$ cat src/rtl/dcb_pkg.sv
package dcb_pkg;

  typedef enum logic [1:0] {
    MARK_BAD_LO = 2'b00,
    MARK_INV    = 2'b01,
    MARK_PLAIN  = 2'b10,
    MARK_BAD_HI = 2'b11
  } mark_e;

  localparam int MARK_W = 2;

  // Width of a signed quantity that holds a word disparity or the running sum.
  function automatic int sum_width(input int data_w);
    return $clog2(data_w) + 3;
  endfunction

endpackage

$ cat src/rtl/dcb_rst_sync.sv
module dcb_rst_sync (
  input  logic clk,
  input  logic rst_n,
  output logic rst_n_sync
);

  logic stage1_q;
  logic stage2_q;

  always_ff @(posedge clk or negedge rst_n) begin
    if (!rst_n) begin
      stage1_q <= 1'b0;
      stage2_q <= 1'b0;
    end else begin
      stage1_q <= 1'b1;
      stage2_q <= stage1_q;
    end
  end

  assign rst_n_sync = stage2_q;

endmodule

$ cat src/rtl/dcb_weight.sv
module dcb_weight #(
  parameter int DATA_W = 7,
  parameter int OUT_W  = 6
) (
  input  logic [DATA_W-1:0]       word,
  output logic signed [OUT_W-1:0] disp
);

  localparam int CNT_W = OUT_W - 1;

  logic [CNT_W-1:0] ones;

  always_comb begin
    ones = '0;
    for (int i = 0; i < DATA_W; i++) begin
      ones = ones + CNT_W'(word[i]);
    end
  end

  // disparity = ones - zeros = 2*ones - DATA_W
  assign disp = $signed({ones, 1'b0}) - $signed(OUT_W'(DATA_W));

endmodule

$ cat src/rtl/dcb_encoder.sv
module dcb_encoder
  import dcb_pkg::*;
#(
  parameter int DATA_W = 7
) (
  input  logic                     clk,
  input  logic                     rst_n,
  input  logic                     in_valid,
  input  logic [DATA_W-1:0]        in_data,
  output logic                     out_valid,
  output logic [DATA_W+MARK_W-1:0] out_sym
);

  localparam int SUM_W = sum_width(DATA_W);
  localparam int SYM_W = DATA_W + MARK_W;
  localparam logic signed [SUM_W-1:0] SUM_HI = SUM_W'(DATA_W);
  localparam logic signed [SUM_W-1:0] SUM_LO = -SUM_HI + SUM_W'(1);

  logic signed [SUM_W-1:0] sum_q, sum_d;
  logic signed [SUM_W-1:0] raw_disp, sent_disp;
  logic                    sum_pos, raw_neg, flip;
  logic [SYM_W-1:0]        sym_q, sym_d;
  logic                    valid_q;

  dcb_weight #(.DATA_W(DATA_W), .OUT_W(SUM_W)) u_weight (
    .word (in_data),
    .disp (raw_disp)
  );

  // next-state logic
  always_comb begin
    sum_pos   = !sum_q[SUM_W-1] && (sum_q != '0);
    raw_neg   = raw_disp[SUM_W-1];
    // Positive sum: send the zero-heavy polarity; otherwise the one-heavy one.
    flip      = sum_pos ? !raw_neg : raw_neg;
    sent_disp = flip ? -raw_disp : raw_disp;
    sum_d     = sum_q + sent_disp;
    sym_d     = {(flip ? MARK_INV : MARK_PLAIN), (flip ? ~in_data : in_data)};
  end

  // registers
  always_ff @(posedge clk or negedge rst_n) begin
    if (!rst_n) begin
      valid_q <= 1'b0;
    end else begin
      valid_q <= in_valid;
    end
  end

  always_ff @(posedge clk or negedge rst_n) begin
    if (!rst_n) begin
      sum_q <= '0;
      sym_q <= '0;
    end else if (in_valid) begin
      sum_q <= sum_d;
      sym_q <= sym_d;
    end
  end

  assign out_valid = valid_q;
  assign out_sym   = sym_q;

  // marker halves always differ on a valid symbol
  a_r2_mark_compl: assert property (@(posedge clk) disable iff (!rst_n)
    out_valid |-> (out_sym[SYM_W-1] != out_sym[SYM_W-2]));

  // positive sum gives a zero-heavy data field
  a_r3_pos_zero_heavy: assert property (@(posedge clk) disable iff (!rst_n)
    (in_valid && sum_pos) |=> ($countones(out_sym[DATA_W-1:0]) <= DATA_W/2));

  // non-positive sum gives a one-heavy data field
  a_r3_nonpos_one_heavy: assert property (@(posedge clk) disable iff (!rst_n)
    (in_valid && !sum_pos) |=> ($countones(out_sym[DATA_W-1:0]) > DATA_W/2));

  // word-boundary sum stays inside the range that bounds the bit-level peak
  a_r5_sum_range: assert property (@(posedge clk) disable iff (!rst_n)
    (sum_q <= SUM_HI) && (sum_q >= SUM_LO));

  // idle cycle gives no symbol and holds the sum
  a_r6_idle_hold: assert property (@(posedge clk) disable iff (!rst_n)
    !in_valid |=> (!out_valid && $stable(sum_q)));

endmodule

$ cat src/rtl/dcb_decoder.sv
module dcb_decoder
  import dcb_pkg::*;
#(
  parameter int DATA_W = 7
) (
  input  logic                     clk,
  input  logic                     rst_n,
  input  logic                     in_valid,
  input  logic [DATA_W+MARK_W-1:0] in_sym,
  output logic                     out_valid,
  output logic [DATA_W-1:0]        out_data,
  output logic                     out_err
);

  localparam int SYM_W = DATA_W + MARK_W;

  mark_e             mark;
  logic              mark_ok, undo;
  logic [DATA_W-1:0] data_d, data_q;
  logic              err_d, err_q, valid_q;

  // next-state logic
  always_comb begin
    mark    = mark_e'(in_sym[SYM_W-1 -: MARK_W]);
    mark_ok = (mark == MARK_PLAIN) || (mark == MARK_INV);
    undo    = (mark == MARK_INV);
    data_d  = undo ? ~in_sym[DATA_W-1:0] : in_sym[DATA_W-1:0];
    err_d   = in_valid && !mark_ok;
  end

  // registers
  always_ff @(posedge clk or negedge rst_n) begin
    if (!rst_n) begin
      valid_q <= 1'b0;
      err_q   <= 1'b0;
    end else begin
      valid_q <= in_valid;
      err_q   <= err_d;
    end
  end

  always_ff @(posedge clk or negedge rst_n) begin
    if (!rst_n) begin
      data_q <= '0;
    end else if (in_valid) begin
      data_q <= data_d;
    end
  end

  assign out_valid = valid_q;
  assign out_data  = data_q;
  assign out_err   = err_q;

  // inverted marker restores the complement
  a_r7_undo_inv: assert property (@(posedge clk) disable iff (!rst_n)
    (in_valid && in_sym[SYM_W-1 -: MARK_W] == 2'b01) |=>
      (out_valid && !out_err && out_data == ~$past(in_sym[DATA_W-1:0])));

  // illegal marker flags an error and passes data as is
  a_r8_bad_mark: assert property (@(posedge clk) disable iff (!rst_n)
    (in_valid && (in_sym[SYM_W-1] == in_sym[SYM_W-2])) |=>
      (out_valid && out_err && out_data == $past(in_sym[DATA_W-1:0])));

  // no error without a valid input
  a_r8_err_needs_valid: assert property (@(posedge clk) disable iff (!rst_n)
    !in_valid |=> !out_err);

endmodule

$ cat src/rtl/dcb_codec.sv
module dcb_codec #(
  parameter int DATA_W = 7
) (
  input  logic              clk,
  input  logic              rst_n,
  input  logic              enc_in_valid,
  input  logic [DATA_W-1:0] enc_in_data,
  output logic              enc_out_valid,
  output logic [DATA_W+1:0] enc_out_sym,
  input  logic              dec_in_valid,
  input  logic [DATA_W+1:0] dec_in_sym,
  output logic              dec_out_valid,
  output logic [DATA_W-1:0] dec_out_data,
  output logic              dec_flag_error
);

  logic rst_n_sync;

  dcb_rst_sync u_rst_sync (
    .clk        (clk),
    .rst_n      (rst_n),
    .rst_n_sync (rst_n_sync)
  );

  dcb_encoder #(.DATA_W(DATA_W)) u_enc (
    .clk       (clk),
    .rst_n     (rst_n_sync),
    .in_valid  (enc_in_valid),
    .in_data   (enc_in_data),
    .out_valid (enc_out_valid),
    .out_sym   (enc_out_sym)
  );

  dcb_decoder #(.DATA_W(DATA_W)) u_dec (
    .clk       (clk),
    .rst_n     (rst_n_sync),
    .in_valid  (dec_in_valid),
    .in_sym    (dec_in_sym),
    .out_valid (dec_out_valid),
    .out_data  (dec_out_data),
    .out_err   (dec_flag_error)
  );

  // held reset keeps every valid and error output low
  a_r9_reset_quiet: assert property (@(posedge clk)
    !rst_n_sync |-> (!enc_out_valid && !dec_out_valid && !dec_flag_error));

endmodule

$ cat config.mk
export PLATFORM = sky130hd
export DESIGN_NAME = dcb_codec
export DESIGN_NICKNAME = d
export VERILOG_FILES = /design/src/rtl/dcb_pkg.sv /design/src/rtl/dcb_rst_sync.sv /design/src/rtl/dcb_weight.sv /design/src/rtl/dcb_encoder.sv /design/src/rtl/dcb_decoder.sv /design/src/rtl/dcb_codec.sv
export SDC_FILE = /design/constraint.sdc
export NUM_CORES = 1
export LEC_CHECK = 0
export ABC_AREA = 0
export ABC_CLOCK_PERIOD_IN_PS = 950
export CAP_MARGIN = 20
export CELL_PAD_IN_SITES_DETAIL_PLACEMENT = 2
export CELL_PAD_IN_SITES_GLOBAL_PLACEMENT = 2
export CORE_ASPECT_RATIO = 1.1
export CORE_MARGIN = 1
export CORE_UTILIZATION = 28
export CTS_CLUSTER_DIAMETER = 100
export DETAILED_ROUTE_END_ITERATION = 6
export PLACE_DENSITY_LB_ADDON = 0.1
export SLEW_MARGIN = 20
export SYNTH_ARGS = -nofsm -noshare
export SYNTH_HDL_FRONTEND = slang
export SYNTH_SLANG_ARGS = --single-unit
$ cat constraint.sdc
create_clock -name clk -period 0.95 [get_ports clk]
set_clock_uncertainty 0.15 [all_clocks]
set_input_delay 0.19 -clock clk [delete_from_list [all_inputs] [get_ports clk]]
set_output_delay 0.19 -clock clk [all_outputs]
set_load 0.1 [all_outputs]
==> impl_metrics.env, run 1 <==
export IMPL_synth_seq_cells=27
export IMPL_cp_data_arrival_time_ns=3.58
export IMPL_place_congestion=0.795
export IMPL_cts_buffer_depth=2
export IMPL_fin_crit_ns=3.55
export IMPL_n_antenna_cell=0
export IMPL_fin_ws_ns=-2.60
export IMPL_syn_inst=129
export IMPL_violations="negative hold slack, negative setup slack"
export IMPL_grt_total_usage_pct=20.1
export IMPL_pre_cts_ws_ns=-3.24
export IMPL_fp_row_count=27
export IMPL_via_count=1316
export IMPL_fill_cells=470
export IMPL_regToRegEndpoint="u_enc.sum_q[5]"
export IMPL_finalPower_uw=11700
export IMPL_cts_tree="built"
export IMPL_ys_flop_type="dfrtp_1"
export IMPL_crit_type="in -> reg"
export IMPL_ios=39
export IMPL_critPathRequiredTime_ns=0.99
export IMPL_synth_edf_count=0
export IMPL_hp_class="reg -> async"
export IMPL_ys_seq_area_share_pct=44.7
export IMPL_r2r_start="u_enc.sum_q[1]"
export IMPL_drive_gt1_share_pct=65.3
export IMPL_crit_fanout=3
export IMPL_status="finished, violations left"
export IMPL_maxCapViolations=0
export IMPL_endpoint_kind="register"
export IMPL_nets=246
export IMPL_grt_pass1_vias=1571
export IMPL_critPathLaunchType="primary input"
export IMPL_wl_per_cell_um=19.8
export IMPL_ff2ff_path_depth=10
export IMPL_cts_hold_buffers=1
export IMPL_setup_viol=37
export IMPL_place_hpwl_um=3430
export IMPL_synthToLayoutAreaGrowth_pct=94.9
export IMPL_finalHoldViolations=5
export IMPL_yosysWarnings=0
export IMPL_ant_nets=0
export IMPL_insertion_delay_ns=0.29
export IMPL_dp_cells=265
export IMPL_final_common_cell="buf_4"
export IMPL_initialDrtViolationCount=46
export IMPL_ir_worst_vdd_mv=2.26
export IMPL_grt_first_pass_wirelength_um=8390
export IMPL_synthDistinctLibCells=32
export IMPL_static_leakage_power_uw=0.00131
export IMPL_grt_max_degree=21
export IMPL_grt_antenna_before_repair=0
export IMPL_fin_setup_tns_ns=-34.57
export IMPL_final_util_pct=57.7
export IMPL_avgSynthCellArea_sq_um=11.7
export IMPL_die_height_um=79.1
export IMPL_drc_errors=0
export IMPL_final_cell_mix="35 x buf_4, 21 x buf_12, 19 x dfrtp_4"
export IMPL_final_period_utilization_pct=374
export IMPL_portBuffers=38
export IMPL_rsz0062_at_grt="true"
export IMPL_clk_transition_reported_paths_ns=0.10
export IMPL_die_area_sq_um=5700
export IMPL_max_freq_mhz=282
export IMPL_slew_viol_final=0
export IMPL_htree_num_levels=1
export IMPL_cts_buffers=3
export IMPL_holdWs_ns=-0.0502
export IMPL_vias_per_cell=4.57
export IMPL_wl_um=5700
export IMPL_syn_num_nets=158
export IMPL_powerDensity_nw_per_um2=3980
export IMPL_rrSetupSlack_ns=-1.81
export IMPL_firstDrtPassIters=4
export IMPL_syn_cell_area_sq_um=1510
export IMPL_die_w_um=72.1
export IMPL_cts_root_buf="clkbuf_8"
export IMPL_synth_async_sr_flop_share_pct=100
export IMPL_cts_sinks=27
export IMPL_core_sq_um=5100
export IMPL_grt_overflow=0
export IMPL_start_util_pct=29.6
export IMPL_stdcell_count=288
[logic make-up after synthesis]
family | Yosys count | synth area share, %
fa+ha+maj | 9 | 9.93
compound gates | 34 | 14.1
buf+inv | 14 | 3.56
other cells | 1 | 0.248
xor+xnor | 19 | 17.9
simple gates | 20 | 5.96
mux | 5 | 3.64
flops | 27 | 44.7
[stage by stage]
stage | cell area, sq um | hold slack (ns)
2_1_floorplan | 1640 | -0.256
3_3_place_gp | 2530 | -0.0614
3_5_place_dp | 2530 | -0.0516
4_1_cts | 2720 | -0.0425
5_1_grt | 2950 | -0.0320
6_report | 2950 | -0.0502
[cells in the mapped netlist (2+ instances only)]
| cell | number | area [sq um] |
|---|---|---|
| a211oi_1 | 4 | 30.0 |
| a21o_1 | 2 | 15.0 |
| a21oi_1 | 13 | 65.1 |
| and2_1 | 2 | 12.5 |
| clkbuf_1 | 3 | 11.3 |
| dfrtp_1 | 27 | 676 |
| fa_1 | 5 | 100 |
| ha_1 | 4 | 50.1 |
| inv_1 | 9 | 33.8 |
| mux2_2 | 4 | 45.0 |
| nand2_1 | 5 | 18.8 |
| nor2_1 | 10 | 37.5 |
| o21ai_0 | 7 | 35.0 |
| xnor2_1 | 9 | 78.8 |
| xnor3_1 | 7 | 158 |
| xor2_1 | 2 | 17.5 |
[power breakdown]
part	switching, uW	internal, uW
Clock	415	296
Combinational	4610	4320
Sequential	402	1690
[per-layer routing]
layer | GRT usage, % | vias to the layer above | routed length (um) | part of all wire (%)
met5 | 0 | - | 0 | 0
met4 | 5.49 | 0 | 157 | 2.8
met3 | 2.66 | 11 | 146 | 2.6
met2 | 39.4 | 32 | 3330 | 58
met1 | 22.4 | 664 | 2070 | 36
li1 | - | 609 | - | -
[critical path, cell delays in order]
cell and delay, ns:
buf_8 0.10, fa_1 0.55, inv_2 0.05, fa_1 0.49, inv_2 0.04, fa_2 0.35, inv_2 0.06, fa_2 0.42
xor2_1 0.17, ha_1 0.33, a21o_1 0.21, a211oi_1 0.33, o21ai_1 0.14, o221a_2 0.14
[how the worst max path moves through the flow]
stage | to | from | cells past startpoint
CTS | u_enc.sum_q[4] | enc_in_data[1] | 14
global placement | u_enc.sum_q[4] | enc_in_data[0] | 14
global route | u_enc.sum_q[4] | enc_in_data[1] | 14
detailed placement | u_enc.sum_q[4] | enc_in_data[0] | 14
floorplan | u_enc.sum_q[4] | enc_in_data[0] | 13
finish | u_enc.sum_q[4] | enc_in_data[1] | 14
[timing repair]
action                     in CTS  in global routing
setup buffers                   7                 13
pin swaps                      20                 24
setup endpoints to repair      42                 39
resized for setup              36                 37
hold endpoints to repair        7                  5
gates cloned                    1                  0
[final cells by class]
type                       count  area (sq um)  area share, %
timing repair buffer          88          1030           35.0
multi-input combinational     88           995           33.8
sequential                    27           748           25.4
tap                           72          90.1           3.06
clock buffer                   3          41.3           1.40
inverter                       9          33.8           1.15
clock inverter                 1          5.00          0.170
[flip-flops by register name (all words and copies together), names as in the netlist]
register	cells
u_enc.out_valid	1
u_dec.out_data	7
u_dec.out_valid	1
u_enc.out_sym	9
u_rst_sync.stage1_q	1
u_rst_sync.rst_n_sync	1
u_enc.sum_q	6
u_dec.out_err	1
(Power assumes the default switching activity.)
==> inputs of run 2 (changes only) <==
--- a/config.mk
+++ b/config.mk
@@ -5,7 +5,6 @@
 export SDC_FILE = /design/constraint.sdc
 export NUM_CORES = 1
 export LEC_CHECK = 0
-export ABC_AREA = 0
 export ABC_CLOCK_PERIOD_IN_PS = 950
 export CAP_MARGIN = 20
 export CELL_PAD_IN_SITES_DETAIL_PLACEMENT = 2
@@ -14,6 +13,7 @@
 export CORE_MARGIN = 1
 export CORE_UTILIZATION = 28
 export CTS_CLUSTER_DIAMETER = 100
+export CTS_CLUSTER_SIZE = 20
 export DETAILED_ROUTE_END_ITERATION = 6
 export PLACE_DENSITY_LB_ADDON = 0.1
 export SLEW_MARGIN = 20
==> results of run 2 <==
Final layout, timing and power as in run 1 (identical DEF).
